`config.mk`:
```
export PLATFORM = sky130hd
export DESIGN_NAME = sec_clock_core
export DESIGN_NICKNAME = d
export VERILOG_FILES = /design/src/rtl/sec_clock_pkg.sv /design/src/rtl/sc_prescaler.sv /design/src/rtl/sc_trim_sched.sv /design/src/rtl/sc_seconds.sv /design/src/rtl/sec_clock_core.sv
export SDC_FILE = /design/constraint.sdc
export NUM_CORES = 1
export LEC_CHECK = 0
export ABC_AREA = 0
export BUFFER_PORTS_ARGS = -buffer_cell sky130_fd_sc_hd__buf_2
export CAP_MARGIN = 20
export CORE_MARGIN = 5
export CORE_UTILIZATION = 33
export DETAILED_ROUTE_END_ITERATION = 10
export PLACE_DENSITY = 0.55
export SLEW_MARGIN = 20
export SYNTH_ARGS = -nofsm -noshare
export SYNTH_HDL_FRONTEND = slang
export SYNTH_SLANG_ARGS = --single-unit
export TNS_END_PERCENT = 5
```
`constraint.sdc`:
```
create_clock -name clk -period 5.41 [get_ports clk]
set_input_delay 0.541 -clock clk [delete_from_list [all_inputs] [get_ports clk]]
set_output_delay 0.541 -clock clk [all_outputs]
set_load 0.05 [all_outputs]
```
`src/rtl/sec_clock_pkg.sv`:
```
package sec_clock_pkg;
    localparam int BUS_W = 32;

    typedef enum logic [1:0] {
        A_SECS = 2'd0,
        A_TRIM = 2'd1,
        A_STAT = 2'd2,
        A_PROT = 2'd3
    } sc_addr_e;
endpackage

```
`src/rtl/sc_prescaler.sv`:
```
module sc_prescaler #(
    parameter int PRE_W  = 15,
    parameter int TRIM_W = 8
) (
    input  logic              clk,
    input  logic              rst_n,
    input  logic              run,
    input  logic              restart,
    input  logic              trim_on,
    input  logic [TRIM_W-1:0] trim,
    output logic              tick
);
    localparam int CNT_W = PRE_W + 1;
    localparam logic [CNT_W-1:0] NOMINAL = CNT_W'(1) << PRE_W;

    typedef struct packed {
        logic [CNT_W-1:0] cnt;
    } pre_state_t;

    pre_state_t s_d, s_q;
    logic [CNT_W-1:0] trim_ext;
    logic [CNT_W-1:0] period;

    always_comb begin
        trim_ext = {{(CNT_W-TRIM_W){trim[TRIM_W-1]}}, trim};
        period   = trim_on ? (NOMINAL - trim_ext) : NOMINAL;
        tick     = run && (s_q.cnt == period - CNT_W'(1));
        s_d      = s_q;
        if (restart) begin
            s_d.cnt = '0;
        end else if (run) begin
            s_d.cnt = tick ? '0 : s_q.cnt + CNT_W'(1);
        end
    end

    always_ff @(posedge clk or negedge rst_n) begin
        if (!rst_n) s_q <= '0;
        else        s_q <= s_d;
    end


    wrap_to_zero_chk: assert property (@(posedge clk) disable iff (!rst_n)
        tick |=> s_q.cnt == '0);

    hold_when_stopped_chk: assert property (@(posedge clk) disable iff (!rst_n)
        (!run && !restart) |=> $stable(s_q.cnt));
endmodule

```
`src/rtl/sc_trim_sched.sv`:
```
module sc_trim_sched #(
    parameter int TRIM_W = 8,
    parameter int IVL_W  = 8
) (
    input  logic              clk,
    input  logic              rst_n,
    input  logic              tick,
    input  logic [TRIM_W-1:0] pend_trim,
    input  logic [IVL_W-1:0]  pend_ivl,
    output logic              trim_on,
    output logic [TRIM_W-1:0] act_trim
);
    typedef struct packed {
        logic [IVL_W-1:0]  pos;
        logic [IVL_W-1:0]  ivl;
        logic [TRIM_W-1:0] trim;
    } sched_t;

    sched_t s_d, s_q;

    always_comb begin
        s_d = s_q;
        if (tick) begin
            if (s_q.pos == s_q.ivl) begin
                s_d.pos  = '0;
                s_d.ivl  = pend_ivl;
                s_d.trim = pend_trim;
            end else begin
                s_d.pos = s_q.pos + IVL_W'(1);
            end
        end
    end

    assign trim_on  = (s_q.pos == '0);
    assign act_trim = s_q.trim;

    always_ff @(posedge clk or negedge rst_n) begin
        if (!rst_n) s_q <= '0;
        else        s_q <= s_d;
    end


    boundary_restart_chk: assert property (@(posedge clk) disable iff (!rst_n)
        (tick && s_q.pos == s_q.ivl) |=> s_q.pos == '0);

    step_inside_chk: assert property (@(posedge clk) disable iff (!rst_n)
        (tick && s_q.pos != s_q.ivl) |=> s_q.pos == $past(s_q.pos) + IVL_W'(1));

    config_held_chk: assert property (@(posedge clk) disable iff (!rst_n)
        !tick |=> ($stable(s_q.trim) && $stable(s_q.ivl) && $stable(s_q.pos)));
endmodule

```
`src/rtl/sc_seconds.sv`:
```
module sc_seconds #(
    parameter int SEC_W = 32
) (
    input  logic             clk,
    input  logic             rst_n,
    input  logic             tick,
    input  logic             load,
    input  logic [SEC_W-1:0] load_val,
    input  logic             ovf_clr,
    output logic [SEC_W-1:0] secs,
    output logic             ovf
);
    localparam logic [SEC_W-1:0] ONE = SEC_W'(1);

    typedef struct packed {
        logic [SEC_W-1:0] secs;
        logic             ovf;
    } sec_state_t;

    sec_state_t s_d, s_q;

    always_comb begin
        s_d = s_q;
        if (ovf_clr) s_d.ovf = 1'b0;
        if (load) begin
            s_d.secs = (load_val == '0) ? ONE : load_val;
        end else if (tick) begin
            if (&s_q.secs) begin
                s_d.secs = ONE;
                s_d.ovf  = 1'b1;
            end else begin
                s_d.secs = s_q.secs + ONE;
            end
        end
    end

    always_ff @(posedge clk or negedge rst_n) begin
        if (!rst_n) begin
            s_q.secs <= ONE;
            s_q.ovf  <= 1'b0;
        end else begin
            s_q <= s_d;
        end
    end

    assign secs = s_q.secs;
    assign ovf  = s_q.ovf;


    never_zero_chk: assert property (@(posedge clk) disable iff (!rst_n)
        secs != '0);

    wrap_sets_flag_chk: assert property (@(posedge clk) disable iff (!rst_n)
        (tick && !load && (&s_q.secs)) |=> (s_q.secs == ONE && s_q.ovf));

    secs_hold_chk: assert property (@(posedge clk) disable iff (!rst_n)
        (!tick && !load) |=> $stable(s_q.secs));
endmodule

```
`src/rtl/sec_clock_core.sv`:
```
module sec_clock_core
    import sec_clock_pkg::*;
#(
    parameter int PRE_W  = 15,
    parameter int SEC_W  = 32,
    parameter int TRIM_W = 8,
    parameter int IVL_W  = 8
) (
    input  logic        clk,
    input  logic        rst_n,
    input  logic [1:0]  addr,
    input  logic        we,
    input  logic [31:0] wdata,
    output logic [31:0] rdata
);
    localparam int TRIM_LO = 0;
    localparam int IVL_LO  = TRIM_W;

    typedef struct packed {
        logic              run;
        logic [TRIM_W-1:0] trim;
        logic [IVL_W-1:0]  ivl;
        logic              lk_trim;
        logic              lk_prot;
    } ctl_t;

    ctl_t c_d, c_q;
    sc_addr_e a_c;
    logic sec_load, ovf_clr, tick, trim_on;
    logic [TRIM_W-1:0] act_trim;
    logic [SEC_W-1:0]  secs;
    logic              ovf;

    assign a_c = sc_addr_e'(addr);

    always_comb begin
        c_d      = c_q;
        sec_load = 1'b0;
        ovf_clr  = 1'b0;
        if (we) begin
            case (a_c)
                A_SECS: sec_load = !c_q.run;
                A_TRIM: if (!c_q.lk_trim) begin
                    c_d.trim = wdata[TRIM_LO +: TRIM_W];
                    c_d.ivl  = wdata[IVL_LO +: IVL_W];
                end
                A_STAT: begin
                    c_d.run = wdata[0];
                    ovf_clr = wdata[1];
                end
                A_PROT: if (!c_q.lk_prot) begin
                    c_d.lk_trim = wdata[0];
                    c_d.lk_prot = wdata[1];
                end
                default: ;
            endcase
        end
    end

    always_ff @(posedge clk or negedge rst_n) begin
        if (!rst_n) c_q <= '0;
        else        c_q <= c_d;
    end

    sc_prescaler #(.PRE_W(PRE_W), .TRIM_W(TRIM_W)) u_pre (
        .clk(clk), .rst_n(rst_n), .run(c_q.run), .restart(sec_load),
        .trim_on(trim_on), .trim(act_trim), .tick(tick)
    );

    sc_trim_sched #(.TRIM_W(TRIM_W), .IVL_W(IVL_W)) u_sched (
        .clk(clk), .rst_n(rst_n), .tick(tick),
        .pend_trim(c_q.trim), .pend_ivl(c_q.ivl),
        .trim_on(trim_on), .act_trim(act_trim)
    );

    sc_seconds #(.SEC_W(SEC_W)) u_secs (
        .clk(clk), .rst_n(rst_n), .tick(tick), .load(sec_load),
        .load_val(wdata[SEC_W-1:0]), .ovf_clr(ovf_clr),
        .secs(secs), .ovf(ovf)
    );

    always_comb begin
        rdata = '0;
        case (a_c)
            A_SECS: rdata[SEC_W-1:0] = secs;
            A_TRIM: begin
                rdata[TRIM_LO +: TRIM_W] = c_q.trim;
                rdata[IVL_LO +: IVL_W]   = c_q.ivl;
            end
            A_STAT: rdata[1:0] = {ovf, c_q.run};
            A_PROT: rdata[1:0] = {c_q.lk_prot, c_q.lk_trim};
            default: rdata = '0;
        endcase
    end


    trim_locked_chk: assert property (@(posedge clk) disable iff (!rst_n)
        c_q.lk_trim |=> ($stable(c_q.trim) && $stable(c_q.ivl)));

    prot_sticky_chk: assert property (@(posedge clk) disable iff (!rst_n)
        c_q.lk_prot |=> (c_q.lk_prot && $stable(c_q.lk_trim)));

    busy_load_ignored_chk: assert property (@(posedge clk) disable iff (!rst_n)
        (we && a_c == A_SECS && c_q.run && !tick) |=> $stable(secs));
endmodule

```
After elaboration in Yosys (flattened, before gate mapping)
Cells that the tools add are included.

Shift operators: 0. Div/mod/pow operators: 0. Magnitude comparators: 0. Muxes and demuxes: 20. Equality and inequality tests: 5. Bitwise gates (word level): 2. Reduce and logical (&&, ||, !) cells: 13. $add $sub $neg: 5. Multipliers: 0.

Operators with widths (number): $mux 32 (3); $mux 16 (5); $mux 33 (1); $add 32x1->32 const B (1); $logic_not 32->1 (1); $reduce_and 32->1 (1); $pmux 14 s2 (1); $add 16x1->16 const B (1); $eq 16x16->1 (1); $sub 16x1->16 const B (1); $sub 16x16->16 const A (1); $add 8x1->8 const B (1); $eq 8x8->1 (1); $logic_not 8->1 (1); $mux 1 (8); $mux 8 (1); $pmux 2 s4 (1); $reduce_and 2->1 (3); $reduce_and 3->1 (2); $eq 2x2->1 const B (2); $reduce_bool 2->1 (2); $eq 2x1->1 const B (1); $logic_not 2->1 (1); $not 1->1 (2); other kinds (2) (2).

Bits in registers: 92. Memories: 0. Output and inout bits: 32. Memory bits (read-only): 0. Bits of input ports: 37. Bits in latches: 0. Memory bits (writable): 0. Logic and storage cells: 56.

Depth between registers and ports, before layout
Word-level depth: 8. Mapped depth: 20. Depth with buffers taken out: 16.

By module
Synthesis repeated with hierarchy kept, for this count alone.

Cell total of the unflattened synthesis: 660. Area, all modules: 6333.6 µm².

Modules (own cells, without submodules): sc_seconds (times used 1, area each 2224.6 µm², cells an instance 257); sc_prescaler (times used 1, area each 1644.1 µm², cells an instance 201); sc_trim_sched (times used 1, area each 1283.7 µm², cells an instance 103); sec_clock_core (times used 1, area each 1181.1 µm², cells an instance 99).

Worst setup path before layout
No wires, ideal clock.

Kind: register -> register. Start: register u_sched.s_q[16] (netlist name). End: register u_sched.s_q (netlist bit u_sched.act_trim[0]). Library setup time: 0.125 ns. Data arrival time: 4.877 ns. Slack: 0.408 ns. Path buffers: 5. Period minus slack after synthesis: 5.002 ns. Stages on the path, launching flop included: 21. Data required time: 5.285 ns. Cell sequence: dfrtp_1 inv_1 ha_1 or4b_1 nor4_2 clkbuf_1 nand2_1 ha_1 clkbuf_1 xnor2_1 or4b_2 a21oi_1 a31oi_1 a211oi_1 nand4_1 or4_1 buf_4 nand2b_4 buf_6 buf_6 mux2_4.

Longest elaborated chain between the ends: 6.

Ends and longest elaborated chain: from (decl) (RTL line sc_trim_sched.sv:19) `sched_t s_d, s_q;`; from (signal assigned) (RTL line sc_trim_sched.sv:38) `if (!rst_n) s_q <= '0;`; from (signal assigned) (RTL line sc_trim_sched.sv:39) `else s_q <= s_d;`; $logic_not 8->1 (RTL line sc_trim_sched.sv:34) `assign trim_on = (s_q.pos == '0);`; $mux 16 (RTL line sc_prescaler.sv:26) `period = trim_on ? (NOMINAL - trim_ext) : NOMINAL;`; $sub 16x1->16 (RTL line sc_prescaler.sv:27) `tick = run && (s_q.cnt == period - CNT_W'(1));`; $eq 16x16->1 (RTL line sc_prescaler.sv:27); $logic_and 1x1->1 (RTL line sc_prescaler.sv:27); $reduce_and 2->1 (no line) (*).

Every way passes the cells marked *; elsewhere a longest branch is shown, timed or not. A chain may end at the register's enable or synchronous reset.

Final worst setup path
Start: register u_sched.s_q[16] (netlist name). End: register, netlist name u_secs.secs[25].

Longest elaborated chain between the ends: 6.

Ends and longest elaborated chain (RTL line): $logic_not 8->1 (sc_trim_sched.sv:34); $mux 16 (sc_prescaler.sv:26); $sub 16x1->16 (sc_prescaler.sv:27); $eq 16x16->1 (sc_prescaler.sv:27); $logic_and 1x1->1 (sc_prescaler.sv:27); $reduce_bool 2->1 (no line).

Every way passes these cells.

==> flow_metrics.tcl <==
set metrics [dict create \
    synth_compound_area_frac 0.139 \
    synth-adder-area-share 0.0146 \
    seq_area_mm2 0.00230 \
    ir_drop_uv 213 \
    final_common_cell "dfrtp_1" \
    cts_sinks 92 \
    die-width_um 145 \
    synth_edf_count 0 \
    yosys.area.top_type_share 0.379 \
    layout_common_cells "dfrtp_1, nand2_1, buf_2" \
    yosys-top-cells-area "dfrtp_1, nand2_1, mux2_2" \
    hold_buffers 0 \
    slew_headroom 0.353 \
    route.met3.wl_um 837 \
    finClkSkew_ns 0.00681 \
    fmax_mhz 211 \
    synthSimpleGateAreaFrac 0.269 \
    setup_violations 0 \
    crit_required_ns 5.64 \
    vias 5360 \
    ys_ff_latch 92 \
    antenna_cells 0 \
    maxSlewViolCount 0 \
    tritoncts "built" \
    crit_path_start "u_sched.s_q[16]" \
    clock_latency_ns 0.35 \
    worstMarginPinSlew_ns 0.967 \
    leakagePower_nw 3.03 \
    nFillCells 1839 \
    gp_congestion 0.833 \
    core_mm2 0.0180 \
    critPathKind "reg -> reg" \
    syn_area_mm2 0.00600 \
    ys.flop_type "dfrtp_1" \
    final.min_clock_period_ns 4.73 \
    async_reset_ff_frac 1.00 \
    area_delta_synth_final_pct 15.3 \
    synth_top_cell_by_area "dfrtp_1" \
    crit_fanout 21 \
    status "complete, no violations" \
    antenna_found_initial 0 \
    synthMuxAreaShare 0.110 \
    final_cells 965 \
    period_share 0.874 \
    m1WireLength_mm 8.58 \
    drv_cap 0 \
    hold_viol_final 0 \
    synth_xor_area_frac 0.0481 \
    via_per_inst 5.55 \
    die_h_um 145 \
    cts-buffers-inserted 9 \
    cts-root-buf "clkbuf_16" \
    synth_cells 677 \
    powerDensity_mw_per_mm2 353 \
    hp-class "in -> async" \
    start_util 0.334 \
    yosysWarningCount 0 \
    ioPinCount 69 \
    io_buffers 68 \
    gr-total-overflow 0 \
    cts_buffer_depth 2 \
    r2r-start "u_sched.s_q[16]" \
    rsz0062_at_grt "false" \
    path_clk_slew_ns 0.07 \
    grt_pass1_vias 5118 \
    synth_cell_types 65 \
    cp-end-kind "register" \
    die-area_mm2 0.0210 \
    grt_max_degree 52 \
    dr_wl_met2_mm 7.42 \
    drtIter0Drc 427 \
    grt_use_total 0.165 \
    ant_nets 0 \
    arrival_ns 4.96 \
    grt_pass1_wl_mm 27.7 \
    drive_gt1_frac 0.202 \
    row_count 49 \
    htree_levels 3 \
    synth_nets 721 \
    place.detailed.hpwl_mm 12.4 \
    syn_avg_cell_area_um2 8.87 \
    ys_seq_area_frac 0.384 \
    totalWireLength_mm 17.0 \
    routedWlPerCell_um 17.6 \
    dr.pass1.iters 5 \
    multi_input_area_mm2 0.00351 \
    dp.cells 950 \
    maxUsedRoutingLayer "met4" \
    setup_tns_ns 0 \
    nets 776 \
    drcViolationCount 0 \
    synth_top_family_by_area "simple AND/OR/NAND/NOR gates" \
    startpoint_type "register" \
]
## logic make-up after synthesis
| logic type | Yosys count |
|---|---|
| AND/OR/NAND/NOR | 315 |
| AO/OA/AOI/OAI | 128 |
| flip-flops | 92 |
| multiplexers | 55 |
| buffers and inverters | 47 |
| XOR/XNOR | 33 |
| adder cells (fa/ha/maj) | 7 |
## timing repair
action                                  4_1_cts  5_1_grt
buffers inserted                              0        0
endpoints found under the setup margin        0       37
endpoints found under the hold margin         0        0
gates resized for setup                       0        1
## worst paths after layout
path / slack [ns] / cells after the start / end
hold / removal: 0.26 / 1 / u_sched.s_q[12]
setup / recovery: 0.68 / 15 / u_secs.secs[25]
hold reg to reg: 0.50 / 1 / c_q[0]
min in group clk: 0.43 / 3 / u_secs.secs[17]
max in group asynchronous: 4.12 / 2 / u_secs.secs[0]
setup reg to reg: 0.68 / 15 / u_secs.secs[25]
## synth_stat cells (all sizes together) (4+ instances only)
cell,number
clkbuf,24
mux2,36
nor4,14
inv,10
a21oi,16
o31ai,4
or3,4
a31oi,5
ha,7
o21ai,47
nor2b,5
o211ai,19
nor2,56
nand4,13
o311ai,9
xnor2,18
buf,13
xor2,15
mux2i,17
dfrtp,91
nand2b,5
or4b,7
and3,21
and2,19
nand3,31
or4,4
nor3b,11
nor3,29
nand2,87
## final cells by class
class / count / area share
multi-input cells: 538 / 0.508
flip-flops and latches: 92 / 0.333
repair buffers: 81 / 0.0636
well taps: 229 / 0.0414
clock buffers: 11 / 0.0351
clock inverters: 4 / 0.0141
inverters: 10 / 0.00542
## report_power, final
part	leakage, nW	switching (mW)	internal (mW)
logic	1.68	0.400	0.238
clock network	0.162	0.278	0.462
registers	1.18	0.215	0.851
total	3.03	0.893	1.55
## metrics by stage
| stage | area [um2] | power [mW] | setup WS, ns | utilization | hold slack [ns] |
|---|---|---|---|---|---|
| 3_3_place_gp | 6580 | 1.71 | 0.565 | 0.366 | 0.486 |
| 5_1_grt | 6920 | 2.57 | 0.130 | 0.385 | 0.311 |
| 6_report | 6920 | 2.44 | 0.680 | 0.385 | 0.263 |
| 3_5_place_dp | 6580 | 1.71 | 0.432 | 0.366 | 0.489 |
| 2_1_floorplan | 6000 | 1.48 | 0.408 | - | 0.245 |
| 4_1_cts | 6920 | 2.46 | 0.405 | 0.385 | 0.281 |
## sequential cells by signal (all words and copies together), names as in the netlist
signal,flops
u_pre.s_q,16
c_q,19
u_secs.ovf,1
u_sched.s_q,16
u_secs.secs,32
u_sched.act_trim,8
## per-layer routing
layer  vias to the layer above  global-route usage
met1                      2628               0.248
li1                       2578                   -
met4                         0              0.0378
met2                       137               0.244
met5                         -                   0
met3                        17              0.0342
## worst max-delay path: stages, from the launching register on
cell and delay [ns]:
dfrtp_1 0.43, inv_1 0.08, ha_1 0.13, or4b_1 0.46
nor4_2 0.31, nand2_1 0.11, ha_1 0.23, xnor2_1 0.22
or4b_2 0.61, a21oi_1 0.16, a31oi_1 0.06, a211oi_1 0.28
nand4_1 0.12, or4_4 0.59, or2_1 0.45, o311ai_1 0.36
(Power assumes the default switching activity.)
